$ cat src/rtl/uart_cc_pkg.sv
package uart_cc_pkg;
  localparam int WIN_AW = 6;
  localparam int BYTE_W = 8;

  localparam logic [WIN_AW-1:0] OFS_MODE = 6'h00;
  localparam logic [WIN_AW-1:0] OFS_STAT = 6'h04;
  localparam logic [WIN_AW-1:0] OFS_CMD  = 6'h08;
  localparam logic [WIN_AW-1:0] OFS_TXB  = 6'h0C;
  localparam logic [WIN_AW-1:0] OFS_IRQ  = 6'h14;

  typedef enum logic [2:0] {
    ACT_NONE   = 3'd0,
    ACT_PTR    = 3'd1,
    ACT_RXRST  = 3'd2,
    ACT_TXRST  = 3'd3,
    ACT_ERRCLR = 3'd4,
    ACT_BRKCLR = 3'd5,
    ACT_BRKON  = 3'd6,
    ACT_BRKOFF = 3'd7
  } act_e;

  typedef enum logic [1:0] {
    CTL_KEEP = 2'd0,
    CTL_ON   = 2'd1,
    CTL_OFF  = 2'd2,
    CTL_RSV  = 2'd3
  } ctl_e;

  typedef struct packed {
    logic ptr_rst;
    logic rx_rst;
    logic tx_rst;
    logic brk_clr;
    logic tx_on;
    logic tx_off;
    logic rx_on;
    logic rx_off;
  } cmd_t;
endpackage

$ cat src/rtl/uart_cc_cmd.sv
module uart_cc_cmd
  import uart_cc_pkg::*;
(
  input  logic       we_i,
  input  logic [6:0] byte_i,
  output cmd_t       cmd_o
);
  act_e act;
  ctl_e txc;
  ctl_e rxc;

  always_comb begin
    act   = act_e'(byte_i[6:4]);
    txc   = ctl_e'(byte_i[3:2]);
    rxc   = ctl_e'(byte_i[1:0]);
    cmd_o = '0;
    if (we_i) begin
      cmd_o.ptr_rst = (act == ACT_PTR);
      cmd_o.rx_rst  = (act == ACT_RXRST);
      cmd_o.tx_rst  = (act == ACT_TXRST);
      cmd_o.brk_clr = (act == ACT_BRKCLR);
      cmd_o.tx_on   = (txc == CTL_ON);
      cmd_o.tx_off  = (txc == CTL_OFF);
      cmd_o.rx_on   = (rxc == CTL_ON);
      cmd_o.rx_off  = (rxc == CTL_OFF);
    end
  end
endmodule

$ cat src/rtl/uart_cc_mode.sv
module uart_cc_mode #(
  parameter int MODE_N    = 2,
  parameter int DW        = 8,
  parameter int RXSEL_BIT = 6
) (
  input  logic          clk,
  input  logic          rst_n,
  input  logic          acc_i,
  input  logic          wr_i,
  input  logic [DW-1:0] wdata_i,
  input  logic          ptr_rst_i,
  output logic [DW-1:0] rdata_o,
  output logic          rxsel_o
);
  localparam int PW = (MODE_N > 1) ? $clog2(MODE_N) : 1;
  localparam logic [PW-1:0] LAST = PW'(MODE_N - 1);

  logic [PW-1:0] ptr_q, ptr_d;
  logic [DW-1:0] mr_q [MODE_N];
  logic [DW-1:0] mr_d [MODE_N];

  always_comb begin
    ptr_d = ptr_q;
    if (ptr_rst_i) ptr_d = '0;
    else if (acc_i && (ptr_q != LAST)) ptr_d = ptr_q + 1'b1;
    for (int i = 0; i < MODE_N; i++) mr_d[i] = mr_q[i];
    if (acc_i && wr_i) mr_d[ptr_q] = wdata_i;
  end

  always_ff @(posedge clk or negedge rst_n) begin
    if (!rst_n) begin
      ptr_q <= '0;
      for (int i = 0; i < MODE_N; i++) mr_q[i] <= '0;
    end else begin
      ptr_q <= ptr_d;
      for (int i = 0; i < MODE_N; i++) mr_q[i] <= mr_d[i];
    end
  end

  assign rdata_o = mr_q[ptr_q];
  assign rxsel_o = mr_q[0][RXSEL_BIT];
endmodule

$ cat src/rtl/uart_cc_tx.sv
module uart_cc_tx #(
  parameter int DW = 8
) (
  input  logic          clk,
  input  logic          rst_n,
  input  logic          load_i,
  input  logic [DW-1:0] ldata_i,
  input  logic          tx_rst_i,
  input  logic          en_set_i,
  input  logic          en_clr_i,
  input  logic          ready_i,
  output logic          valid_o,
  output logic [DW-1:0] data_o,
  output logic          empty_o,
  output logic          en_o
);
  logic          en_q, en_d;
  logic          emp_q, emp_d;
  logic [DW-1:0] dat_q, dat_d;

  assign valid_o = en_q & ~emp_q;

  always_comb begin
    en_d = en_q;
    if (tx_rst_i) en_d = 1'b0;
    if (en_set_i) en_d = 1'b1;
    if (en_clr_i) en_d = 1'b0;
    emp_d = emp_q;
    if (valid_o && ready_i) emp_d = 1'b1;
    if (tx_rst_i) emp_d = 1'b1;
    if (load_i) emp_d = 1'b0;
    dat_d = load_i ? ldata_i : dat_q;
  end

  always_ff @(posedge clk or negedge rst_n) begin
    if (!rst_n) begin
      en_q  <= 1'b0;
      emp_q <= 1'b1;
      dat_q <= '0;
    end else begin
      en_q  <= en_d;
      emp_q <= emp_d;
      dat_q <= dat_d;
    end
  end

  assign data_o  = dat_q;
  assign empty_o = emp_q;
  assign en_o    = en_q;
endmodule

$ cat src/rtl/uart_cmd_ctrl.sv
module uart_cmd_ctrl
  import uart_cc_pkg::*;
#(
  parameter int MODE_N    = 2,
  parameter int RXSEL_BIT = 6
) (
  input  logic              clk,
  input  logic              rst_n,
  input  logic              bus_sel,
  input  logic              bus_wr,
  input  logic [WIN_AW-1:0] bus_addr,
  input  logic [BYTE_W-1:0] bus_wdata,
  output logic [BYTE_W-1:0] bus_rdata,
  input  logic              rx_ready_i,
  input  logic              rx_full_i,
  output logic              rx_en_o,
  output logic              rx_flush_o,
  input  logic              brk_evt_i,
  output logic              tx_valid_o,
  output logic [BYTE_W-1:0] tx_data_o,
  input  logic              tx_ready_i,
  output logic              irq_o
);
  logic wr_en, rd_en;
  logic mode_acc, cmd_we, txb_we, mask_we;
  cmd_t cmd;
  logic [BYTE_W-1:0] mode_rd;
  logic rxsel, tx_empty, tx_en;
  logic [BYTE_W-1:0] status, isr;

  logic              rxen_q, rxen_d;
  logic              flush_q, flush_d;
  logic              brk_q, brk_d;
  logic [BYTE_W-1:0] imr_q, imr_d;

  assign wr_en    = bus_sel & bus_wr;
  assign rd_en    = bus_sel & ~bus_wr;
  assign mode_acc = bus_sel & (bus_addr == OFS_MODE);
  assign cmd_we   = wr_en & (bus_addr == OFS_CMD);
  assign txb_we   = wr_en & (bus_addr == OFS_TXB);
  assign mask_we  = wr_en & (bus_addr == OFS_IRQ);

  uart_cc_cmd u_cmd (
    .we_i   (cmd_we),
    .byte_i (bus_wdata[6:0]),
    .cmd_o  (cmd)
  );

  uart_cc_mode #(.MODE_N(MODE_N), .DW(BYTE_W), .RXSEL_BIT(RXSEL_BIT)) u_mode (
    .clk       (clk),
    .rst_n     (rst_n),
    .acc_i     (mode_acc),
    .wr_i      (bus_wr),
    .wdata_i   (bus_wdata),
    .ptr_rst_i (cmd.ptr_rst),
    .rdata_o   (mode_rd),
    .rxsel_o   (rxsel)
  );

  uart_cc_tx #(.DW(BYTE_W)) u_tx (
    .clk      (clk),
    .rst_n    (rst_n),
    .load_i   (txb_we),
    .ldata_i  (bus_wdata),
    .tx_rst_i (cmd.tx_rst),
    .en_set_i (cmd.tx_on),
    .en_clr_i (cmd.tx_off),
    .ready_i  (tx_ready_i),
    .valid_o  (tx_valid_o),
    .data_o   (tx_data_o),
    .empty_o  (tx_empty),
    .en_o     (tx_en)
  );

  always_comb begin
    rxen_d = rxen_q;
    if (cmd.rx_rst) rxen_d = 1'b0;
    if (cmd.rx_on)  rxen_d = 1'b1;
    if (cmd.rx_off) rxen_d = 1'b0;
    flush_d = cmd.rx_rst;
    brk_d = brk_q;
    if (cmd.brk_clr) brk_d = 1'b0;
    if (brk_evt_i)   brk_d = 1'b1;
    imr_d = mask_we ? bus_wdata : imr_q;
  end

  always_ff @(posedge clk or negedge rst_n) begin
    if (!rst_n) begin
      rxen_q  <= 1'b0;
      flush_q <= 1'b0;
      brk_q   <= 1'b0;
      imr_q   <= '0;
    end else begin
      rxen_q  <= rxen_d;
      flush_q <= flush_d;
      brk_q   <= brk_d;
      imr_q   <= imr_d;
    end
  end

  assign status = {4'b0000, tx_empty, tx_en, rx_full_i, rx_ready_i};
  assign isr    = {5'b00000, brk_q, (rxsel ? rx_full_i : rx_ready_i), tx_en};
  assign irq_o  = |(isr & imr_q);

  always_comb begin
    bus_rdata = '0;
    if (rd_en) begin
      case (bus_addr)
        OFS_MODE: bus_rdata = mode_rd;
        OFS_STAT: bus_rdata = status;
        OFS_IRQ:  bus_rdata = isr;
        default:  bus_rdata = '0;
      endcase
    end
  end

  assign rx_en_o    = rxen_q;
  assign rx_flush_o = flush_q;
endmodule

$ cat config.mk
export PLATFORM = sky130hd
export DESIGN_NAME = uart_cmd_ctrl
export DESIGN_NICKNAME = d
export VERILOG_FILES = /design/src/rtl/uart_cc_pkg.sv /design/src/rtl/uart_cc_cmd.sv /design/src/rtl/uart_cc_mode.sv /design/src/rtl/uart_cc_tx.sv /design/src/rtl/uart_cmd_ctrl.sv
export SDC_FILE = /design/constraint.sdc
export NUM_CORES = 1
export LEC_CHECK = 0
export BUFFER_PORTS_ARGS = -buffer_cell sky130_fd_sc_hd__buf_2
export CELL_PAD_IN_SITES_DETAIL_PLACEMENT = 0
export CELL_PAD_IN_SITES_GLOBAL_PLACEMENT = 1
export CORE_MARGIN = 3
export CORE_UTILIZATION = 45
export CTS_CLUSTER_DIAMETER = 100
export DETAILED_ROUTE_END_ITERATION = 12
export MAX_ROUTING_LAYER = met4
export PLACE_DENSITY_LB_ADDON = 0.1
export SYNTH_ARGS = -nofsm -noshare
export SYNTH_HDL_FRONTEND = slang
export SYNTH_SLANG_ARGS = --single-unit
$ cat constraint.sdc
create_clock -name clk -period 4 [get_ports clk]
set_input_delay 0.2 -clock clk [delete_from_list [all_inputs] [get_ports clk]]
set_output_delay 0.2 -clock clk [all_outputs]
set_load 0.03 [all_outputs]
---- Yosys cells after proc, flatten, opt, wreduce, memory -nomap -nowiden ----
Index checks and enable logic that the tools add are counted.
W data, S select, Z words.
word-level totals
  flip-flop bits (word level) ............. 38
cells by class
  reduce and logical (&&, ||, !) cells .... 11
  order comparisons ....................... 2
  $add $sub $neg .......................... 1
  mux-type cells .......................... 23
  bitwise logic cells ..................... 12
  equality and inequality tests ........... 12
operator list
  operator               count
  $mux W8                6
  $pmux W8 S3            1
  $bwmux W16             1
  $mux W1                14
  $eq A6 B4 Y1 const B   2
  $reduce_bool A3 Y1     3
  $and A3 B8 Y8          1
  $demux W8 S1           1
  $reduce_or A8 Y1       1
  $and A1 B1 Y1          7
  $eq A3 B2 Y1 const B   2
  $eq A6 B3 Y1 const B   1
  $eq A6 B5 Y1 const B   1
  $logic_not A6 Y1       1
  $eq A2 B1 Y1 const B   2
  $eq A2 B2 Y1 const B   2
  $logic_and A1 B1 Y1    4
  $reduce_bool A2 Y1     2
  $eq A3 B1 Y1 const B   1
  $eq A3 B3 Y1 const B   1
  $not A1 Y1             3
  $ge A2 B2 Y1 const B   1
  $lt A2 B1 Y1 const B   1
  $not A1 Y2             1
  $add A1 B1 Y1 const B  1

---- Depth between registers and ports, before layout ----
Gate-level depths: netlist of run 1.
  depth after elaboration ................. 6
  depth in mapped cells ................... 5
  depth with buffers taken out ............ 3

---- Cells and area by module ----
A second synthesis of run 1 with hierarchy kept.
second synthesis, totals
  cell total of the unflattened synthesis .. 126
  area, all modules ....................... 1734.2 µm²
modules (own cells, without submodules)
  module         area each (µm²)  times used  cells each  seq. area each (µm²)
  uart_cc_mode   752.0            1           46          425.4
  uart_cmd_ctrl  479.2            1           47          150.1
  uart_cc_tx     415.4            1           25          251.5
  uart_cc_cmd    87.6             1           8           0.0

---- Worst setup path before layout of run 1 ----
No wires, ideal clock.
  path type ............................... input to output
  from .................................... input port bus_addr[1]
  to ...................................... output port bus_rdata[1]
  required time ........................... 3800 ps
  path slack .............................. 1892 ps
  cell stages on the path ................. 3
  buffers on the path ..................... 0
  arrival time ............................ 1908 ps
  cell sequence ........................... nor4_1 -> nand3_1 -> a311oi_1
on the way
  word-level cells in the longest chain between the ends .. 3
RTL lines
  item                                  RTL line              source
  start: declaration                    uart_cmd_ctrl.sv:11   input logic [WIN_AW-1:0] bus_addr,
  $eq A6 B5 Y1 (tied with other cells)  uart_cmd_ctrl.sv:108  case (bus_addr)
  $pmux W8 S3 *                         uart_cmd_ctrl.sv:108
  $mux W8 *                             uart_cmd_ctrl.sv:107  if (rd_en) begin
  end: declaration                      uart_cmd_ctrl.sv:13   output logic [BYTE_W-1:0] bus_rdata,
Mark *: on every way between the ends. The rest lies on a longest branch, timed or not.

---- Worst setup path in the final report of run 1 ----
  from .................................... input port bus_addr[1]
  to ...................................... output port bus_rdata[4]
Same word-level chain as after synthesis.

==> out/metrics.csv, run 1 <==
metric,value,unit
Min Hold Slack,0.108,ns
Die ar.,4540,sq um
Final Hold Vio Count,0,
Post-synth EDFFs,0,
Layout Nets,202,
Final Wtd Congestion,0.806,
"most common cell after layout, fill and taps aside",buf_2,
Worst Path Max Fanout,7,
YS warnings,0,
worst hold path type,in2reg,
clock sinks,33,
clock latency on the worst-skew pair,0.28,ns
total CTS buffers,5,
CTS tree,done,
Starting Density,48.9,%
multiplexer share of the synthesized area,25.4,%
register area,827,sq um
clk_skew,0.00258,ns
main combinational cell family by area after synthesis,multiplexers,
multi-input logic area,818,sq um
Setup Viol. Count Final,0,
post-synthesis xor/xnor area fraction,0,%
"Arr. time, crit path",2.08,ns
Initial DRC Count,71,
cell count after synthesis,136,
PortBufs,41,
setup_tns,0,ns
Detailed Routing Iterations Pass 1,4,
Mapped Area,1700,sq um
fillcell total,322,
most frequent cells in the layout,"buf_2 (41), dfrtp_1 (32), mux2_2 (24)",
Lkg Pwr,1.03,nW
Peak supply drop,0.288,mV
Area Growth Syn to Fin,19.3,%
via count,1244,
Tcrit/Tclk final,57.0,%
main flop type after synthesis,dfrtp_1,
vias per inst,5.48,
final non-filler cell area,2020,sq um
antenna diode count,0,
# rows,21,
largest net degree at the start of global routing,34,
Synth Area in Compound Gates,7.16,%
Netlist cell types,33,
Max clock buf depth,2,
min Tclk post-route,2.28,ns
status,finished clean,
die span in x,67.4,um
startpoint class of the critical path,input pin,
HPWL Detailed,2740,um
CTS H-tree lvls,2,
Clock transition at path regs,0.07,ns
Syn Nets,158,
"Async S/R FF share, synth",100,%
Yosys reg bits,33,
Setup CP Type,in2out,
RSZ-0062 raised after global routing,no,
initial antenna violation count,0,
Setup crit end kind,output port,
first-pass GRT wire length,6060,um
share of cells above drive strength 1,47.5,%
Syn Area/Cell,12.5,sq um
Resize count post-CTS,0,
total grt overflow,0,
io pins,42,
drt drc,0,
Max-Cap Viols,0,
relative slew slack,30.5,%
Worst EP required,3.80,ns
GRT Total Usage,18.9,%
Pwr Density,343,nW/um^2
routed len/inst,16.2,um
placed instance area,1930,sq um
Adder-Cell Fraction of Synth Area,0,%
Die Height,67.4,um
Max Clk Rate,438,MHz
Routed WL,3680,um
vias in the first global route,1245,
Synth Area in Simple Gates,15.7,%
root buffer cell,clkbuf_8,
Worst Max-Slew Pin Slew,1.03,ns
Routed Antenna Nets,0,
"Seq/Total Area, Yosys",48.8,%
fin. max-slew vios,0,
core area,3470,sq um
-- per-stage QoR --
step | std cells | utilization [%] | total power, mW | setup WS (ns)
finish | 227 | 58.3 | 0.695 | 1.72
global route | 227 | 58.3 | 0.730 | 1.44
global placement | 218 | 55.6 | 0.460 | 1.77
CTS | 227 | 58.3 | 0.705 | 1.74
floorplan | 136 | - | 0.421 | 1.89
detailed placement | 218 | 55.6 | 0.463 | 1.76
-- cell type report --
class / instances / area share, %
Clock buffer: 5 / 3.40
Clock inverter: 3 / 0.866
Inverter: 5 / 0.928
Multi-Input combinational cell: 93 / 40.4
Sequential cell: 33 / 40.9
Tap cell: 46 / 2.84
Timing Repair Buffer: 42 / 10.6
-- sequential cells by signal, summed over array words and instances, names as in the netlist --
name / count
u_tx.empty_o: 1
u_tx.en_o: 1
u_mode.rxsel_o: 1
imr_q: 3
u_mode.ptr_q: 1
u_mode.mr_q: 15
rx_en_o: 1
rx_flush_o: 1
u_tx.data_o: 8
brk_q: 1
-- cell usage after synthesis, types with 2 or more instances --
library cell,n,area share (%)
nor4_1,3,1.1
nor2_1,3,0.66
mux2_2,24,16
a311oi_1,3,1.6
clkbuf_1,2,0.44
dfrtp_1,32,47
nand3b_1,2,0.89
a2bb2oi_1,2,1.0
nand3_1,13,3.8
nand2b_1,4,1.5
inv_1,5,1.1
or3b_2,2,1.0
o211a_1,2,1.2
mux2i_1,4,2.4
and2_1,2,0.74
mux2_4,8,7.1
nor2b_1,3,1.1
nor3_1,4,1.2
a211o_1,2,1.0
or3_1,2,0.74
o41ai_1,2,1.0
-- worst max-delay path, cell delays in order --
cell     delay (ns)
buf_2          0.12
nor4_1         0.88
nand3_1        0.40
nor3_1         0.26
buf_2          0.22
-- metal layers --
metal	vias to the layer above	global-route usage, %	part of all wire (%)
li1	602	-	-
met1	600	24.5	46
met4	0	5.32	0.84
met3	5	4.66	5.8
met2	37	29.6	47
met5	-	-	0
-- what timing repair did --
action	CTS	global route
endpoints found under the setup margin	0	0
buffers inserted	0	0
hold buffers	1	0
endpoints found under the hold margin	32	0
-- power breakdown --
part	internal, mW	switching [mW]
clock network	0.120	0.118
logic	0.0417	0.0557
registers	0.350	0.00928
total	0.511	0.183
-- cell families (layout without fill, tap and decap cells) --
family	count (synthesis)	in the layout
simple gates	43	43
mux	36	36
flops	33	33
compound gates	14	14
buf+inv	10	55
-- worst paths after layout --
kind | from | end | slack (ns) | cells after the start
min in group asynchronous | rst_n | imr_q[0]$_DFFE_PN0P_ | 0.52 | 2
worst max register to register | u_mode.ptr_q$_DFFE_PN0P_ | u_mode.mr_q[6]$_DFFE_PN0P_ | 2.25 | 3
worst max-delay path | bus_addr[1] | bus_rdata[4] | 1.72 | 5
worst min register to register | u_mode.mr_q[10]$_DFFE_PN0P_ | u_mode.mr_q[10]$_DFFE_PN0P_ | 0.50 | 1
worst min-delay path | brk_evt_i | brk_q$_DFFE_PN0P_ | 0.11 | 2
max in group asynchronous | rst_n | u_tx.data_o[4]$_DFFE_PN0P_ | 3.01 | 2
Power figures use the tool's default switching activity.
==> inputs of run 2 (changes only) <==
--- a/config.mk
+++ b/config.mk
@@ -9,7 +9,7 @@
 export CELL_PAD_IN_SITES_DETAIL_PLACEMENT = 0
 export CELL_PAD_IN_SITES_GLOBAL_PLACEMENT = 1
 export CORE_MARGIN = 3
-export CORE_UTILIZATION = 45
+export CORE_UTILIZATION = 37
 export CTS_CLUSTER_DIAMETER = 100
 export DETAILED_ROUTE_END_ITERATION = 12
 export MAX_ROUTING_LAYER = met4
==> constraint.sdc (replaced) <==
create_clock -name clk -period 1.9 [get_ports clk]
set_input_delay 0.095 -clock clk [delete_from_list [all_inputs] [get_ports clk]]
set_output_delay 0.095 -clock clk [all_outputs]
set_load 0.03 [all_outputs]
==> run 2 against run 1 <==
Worst setup slack lost 1.6 ns. Cell count up 4.8%. Hold slack got worse by 0.067 ns. Clock skew grew 0.0084 ns. Core utilization fell by 8.3 points. Largest cell class is now multi-input gates. Largest power group unchanged. Clock power increased by 120%. First-iteration DRC count down 17%. Wire length grew 19%. Critical path depth stayed put. Via count up 6.0%. Total power rose by 120%. Sequential share of layout area shrank 1.6 points.
==> out/metrics.csv, run 2 (synthesized netlist as in run 1, its figures left out) <==
metric,value,unit
Pwr Density,716,nW/um^2
clock sinks,33,
Worst Path Max Fanout,5,
Hold Path Cell Cnt,2,
die span in x,73.7,um
Clock Power Share,35.5,%
Top reg by flops,u_mode.mr_q,
total placed cells including tap cells,229,
CTS tree,done,
register area,827,sq um
first-pass GRT wire length,7400,um
worst hold path type,in2reg,
Resize count post-CTS,0,
setup bufs post-CTS,0,
CTS H-tree lvls,2,
Die Height,73.7,um
vias in the first global route,1469,
hold endpoint,brk_q$_DFFE_PN0P_,
total grt overflow,0,
largest net degree at the start of global routing,34,
# rows,23,
HPWL Detailed,3180,um
r2r worst-path depth,4,
Final Hold Vio Count,0,
sequential power share,50.1,%
clock latency on the worst-skew pair,0.28,ns
r2r startpoint,u_mode.ptr_q$_DFFE_PN0P_,
min Tclk post-route,1.80,ns
Min Hold Slack,0.0407,ns
P_int,1.12,mW
Max-Cap Viols,0,
io pins,42,
root buffer cell,clkbuf_8,
fillcell total,399,
Initial DRC Count,59,
max FFs per register,15,
Layout Nets,209,
relative slew slack,49.1,%
Tcrit/Tclk final,94.7,%
"most common cell after layout, fill and taps aside",buf_2,
Hold Path Origin,brk_evt_i,
Detailed Routing Iterations Pass 1,4,
Peak supply drop,0.428,mV
share of cells above drive strength 1,50.0,%
GRT Total Usage,18.8,%
combinational fraction of design power,14.4,%
Die ar.,5430,sq um
via count,1319,
routed len/inst,18.4,um
Final Wtd Congestion,0.849,
status,finished clean,
Clock transition at path regs,0.06,ns
final non-filler cell area,2100,sq um
placed instance area,2000,sq um
fin. max-slew vios,0,
Max clock buf depth,2,
Worst Max-Slew Pin Slew,0.764,ns
Lkg Pwr,1.06,nW
"Arr. time, crit path",1.70,ns
Setup crit end kind,output port,
PortBufs,41,
setup_tns,0,ns
core area,4200,sq um
total CTS buffers,5,
Max Clk Rate,556,MHz
multi-input logic area,837,sq um
Routed Antenna Nets,0,
Setup CP Type,reg2out,
Setup Viol. Count Final,0,
RSZ-0062 raised after global routing,no,
fin cells,238,
CTS Hold Bufs,1,
"Power, Total",1.51,mW
vias per inst,5.54,
Area Growth Syn to Fin,24.1,%
antenna diode count,0,
drt drc,0,
reg2reg setup slack,0.35,ns
initial antenna violation count,0,
Routed WL,4380,um
most frequent cells in the layout,"buf_2 (41), dfrtp_1 (32), mux2_2 (24)",
Starting Density,40.4,%
Net Sw Power,0.382,mW
switching portion of total power,25.4,%
startpoint class of the critical path,flip-flop,
worst r2r dst,u_mode.mr_q[15]$_DFFE_PN0P_,
Worst EP required,1.80,ns
clk_skew,0.0110,ns
## run 2: worst max-delay path by stage
stage / startpoint / to / slack (ns) / cells past startpoint
final: u_mode.ptr_q$_DFFE_PN0P_ / bus_rdata[3] / 0.10 / 5
after global routing: u_mode.ptr_q$_DFFE_PN0P_ / bus_rdata[3] / 0.04 / 5
after global placement: bus_addr[1] / u_tx.data_o[7]$_DFFE_PN0P_ / 0.08 / 5
after floorplan: u_mode.ptr_q$_DFFE_PN0P_ / bus_rdata[3] / 0.002 / 4
after detailed placement: bus_addr[1] / u_tx.data_o[6]$_DFFE_PN0P_ / 0.06 / 5
after CTS: u_mode.ptr_q$_DFFE_PN0P_ / bus_rdata[3] / 0.08 / 5
## run 2: through the flow
step	util, %	setup slack (ns)
finish	50.1	0.101
global route	50.1	0.0389
CTS	50.1	0.0753
detailed placement	47.7	0.0630
global placement	47.7	0.0847
floorplan	-	0.00230
## run 2: layout make-up
class	instances	share of cell area (%)
multi-input combinational	93	39.8
inverter	5	0.892
timing repair buffer	49	12.7
clock buffer	8	4.28
sequential	33	39.3
tap	50	2.97
## run 2: power groups by stage
stage          Combinational, mW  Clock (mW)  Sequential (mW)
4_1_cts                    0.220       0.555            0.755
3_3_place_gp               0.212           0            0.765
6_report                   0.216       0.534            0.755
2_1_floorplan             0.0952           0            0.792
3_5_place_dp               0.218           0            0.767
5_1_grt                    0.238       0.590            0.759
## run 2: worst max-delay path, cell delays in order, from the launching register on
cell,delay [ns]
dfrtp_1,0.44
buf_4,0.18
mux2_2,0.23
nand3_1,0.08
a211oi_1,0.26
buf_2,0.24
## run 2: layer usage
metal | global-route usage, % | wire, um | vias to the layer above
met5 | - | 0 | -
met4 | 3.82 | 22 | 0
met3 | 4.24 | 234 | 2
met2 | 30.4 | 2210 | 36
met1 | 24.2 | 1910 | 662
li1 | - | - | 619
==> inputs of run 3 (changes only) <==
--- a/config.mk
+++ b/config.mk
@@ -8,12 +8,13 @@
 export BUFFER_PORTS_ARGS = -buffer_cell sky130_fd_sc_hd__buf_2
 export CELL_PAD_IN_SITES_DETAIL_PLACEMENT = 0
 export CELL_PAD_IN_SITES_GLOBAL_PLACEMENT = 1
-export CORE_MARGIN = 3
+export CORE_MARGIN = 10
 export CORE_UTILIZATION = 37
 export CTS_CLUSTER_DIAMETER = 100
 export DETAILED_ROUTE_END_ITERATION = 12
 export MAX_ROUTING_LAYER = met4
 export PLACE_DENSITY_LB_ADDON = 0.1
+export REMOVE_ABC_BUFFERS = 1
 export SYNTH_ARGS = -nofsm -noshare
 export SYNTH_HDL_FRONTEND = slang
 export SYNTH_SLANG_ARGS = --single-unit
==> run 3 against run 2 <==
Worst setup slack improved by 0.068 ns. Largest power group unchanged. Non-clock buffer count did not move. First-iteration DRC count fell by 19%. Global-route usage fell by 6.6 points. Register-to-register slack got worse by 0.11 ns. Die area rose by 42%.
==> out/metrics.csv, run 3 (synthesized netlist as in run 1, its figures left out) <==
metric,value,unit
status,finished clean,
r2r startpoint,u_mode.ptr_q$_DFFE_PN0P_,
"most common cell after layout, fill and taps aside",buf_2,
reg2reg setup slack,0.24,ns
HPWL Detailed,3300,um
Pwr Density,718,nW/um^2
Setup CP Type,reg2out,
Max Clk Rate,578,MHz
max FFs per register,15,
Hold Path Cell Cnt,2,
Resize count post-CTS,0,
worst r2r dst,u_mode.mr_q[7]$_DFFE_PN0P_,
Die ar.,7690,sq um
clk_skew,0.00260,ns
"Power, Total",1.50,mW
worst hold path type,in2reg,
CTS H-tree lvls,2,
antenna diode count,0,
Clock transition at path regs,0.07,ns
Setup Viol. Count Final,0,
Die Height,87.7,um
hold endpoint,u_tx.data_o[7]$_DFFE_PN0P_,
most frequent cells in the layout,"buf_2 (41), dfrtp_1 (32), mux2_2 (24)",
via count,1311,
fin. max-slew vios,0,
# rows,24,
min Tclk post-route,1.73,ns
Hold Path Origin,bus_wdata[7],
Area Growth Syn to Fin,23.0,%
setup_tns,0,ns
GRT Total Usage,12.2,%
core area,4380,sq um
crit path from,u_mode.ptr_q$_DFFE_PN0P_,
Max clock buf depth,2,
Setup crit end kind,output port,
root buffer cell,clkbuf_8,
Starting Density,38.7,%
RSZ-0062 raised after global routing,no,
combinational fraction of design power,14.4,%
total grt overflow,0,
relative slew slack,49.9,%
total CTS buffers,5,
Peak supply drop,0.426,mV
Final Hold Vio Count,0,
first-pass GRT wire length,7180,um
share of cells above drive strength 1,48.1,%
clock latency on the worst-skew pair,0.28,ns
drt drc,0,
Initial DRC Count,48,
PortBufs,41,
Routed Antenna Nets,0,
Routed WL,4370,um
Final Wtd Congestion,0.845,
Worst EP required,1.80,ns
Layout Nets,209,
routed len/inst,18.3,um
r2r worst-path depth,3,
die span in x,87.7,um
initial antenna violation count,0,
Worst Max-Slew Pin Slew,0.752,ns
Worst Path Max Fanout,8,
largest net degree at the start of global routing,34,
startpoint class of the critical path,flip-flop,
Clock Power Share,35.2,%
CTS tree,done,
switching portion of total power,25.4,%
Top reg by flops,u_mode.mr_q,
vias per inst,5.49,
P_int,1.12,mW
"Arr. time, crit path",1.64,ns
Net Sw Power,0.380,mW
Lkg Pwr,1.06,nW
clock sinks,33,
Detailed Routing Iterations Pass 1,4,
vias in the first global route,1326,
sequential power share,50.4,%
io pins,42,
setup bufs post-CTS,0,
Tcrit/Tclk final,91.1,%
Max-Cap Viols,0,
run 3: how the worst max path moves through the flow:
stage | depth (start not counted) | end | slack (ns)
floorplan | 3 | bus_rdata[1] | 0.002
global placement | 5 | u_tx.data_o[7]$_DFFE_PN0P_ | 0.13
detailed placement | 5 | u_tx.data_o[4]$_DFFE_PN0P_ | 0.1
CTS | 4 | bus_rdata[0] | 0.16
global route | 4 | bus_rdata[0] | 0.08
finish | 4 | bus_rdata[0] | 0.17
run 3: critical path, stage by stage (launching register included):
cell and delay [ns]:
dfrtp_1 0.49, mux2_2 0.28, nand3_1 0.07, a311oi_1 0.27, buf_2 0.25
run 3: timing repair:
action                                  4_1_cts  5_1_grt
endpoints found under the hold margin        33        0
endpoints found under the setup margin        0        0
hold buffers                                  2        0
run 3: metrics by stage:
step | hold slack, ns | setup WS, ns | cell area [sq um] | std cells | util, %
6_report | 0.0819 | 0.169 | 2090 | 239 | 47.6
5_1_grt | 0.0771 | 0.0804 | 2090 | 239 | 47.6
4_1_cts | 0.0722 | 0.158 | 2090 | 239 | 47.6
3_5_place_dp | 0.206 | 0.0962 | 1980 | 230 | 45.1
3_3_place_gp | 0.181 | 0.127 | 1980 | 230 | 45.1
2_1_floorplan | -0.201 | 0.00172 | 1660 | 131 | -
run 3: cell type report:
cell class,instances,area [sq um]
inverters,5,18.8
clock buffers,7,86.3
well taps,52,65.1
repair buffers,49,270
flip-flops and latches,33,827
multi-input cells,93,818
fillers,430,2300
run 3: layer usage:
| metal | global-route usage, % | wire (um) | vias up |
|---|---|---|---|
| li1 | - | - | 613 |
| met1 | 15.9 | 2140 | 651 |
| met2 | 17.6 | 1970 | 43 |
| met3 | 4.18 | 226 | 4 |
| met4 | 3.04 | 35 | 0 |
| met5 | - | 0 | - |
run 3: power by group through the flow:
stage | clock network, mW | logic, mW | registers (mW)
after CTS | 0.544 | 0.219 | 0.755
after global placement | 0 | 0.210 | 0.766
after floorplan | 0 | 0.0895 | 0.793
after global routing | 0.574 | 0.234 | 0.759
after detailed placement | 0 | 0.215 | 0.767
final | 0.527 | 0.215 | 0.755
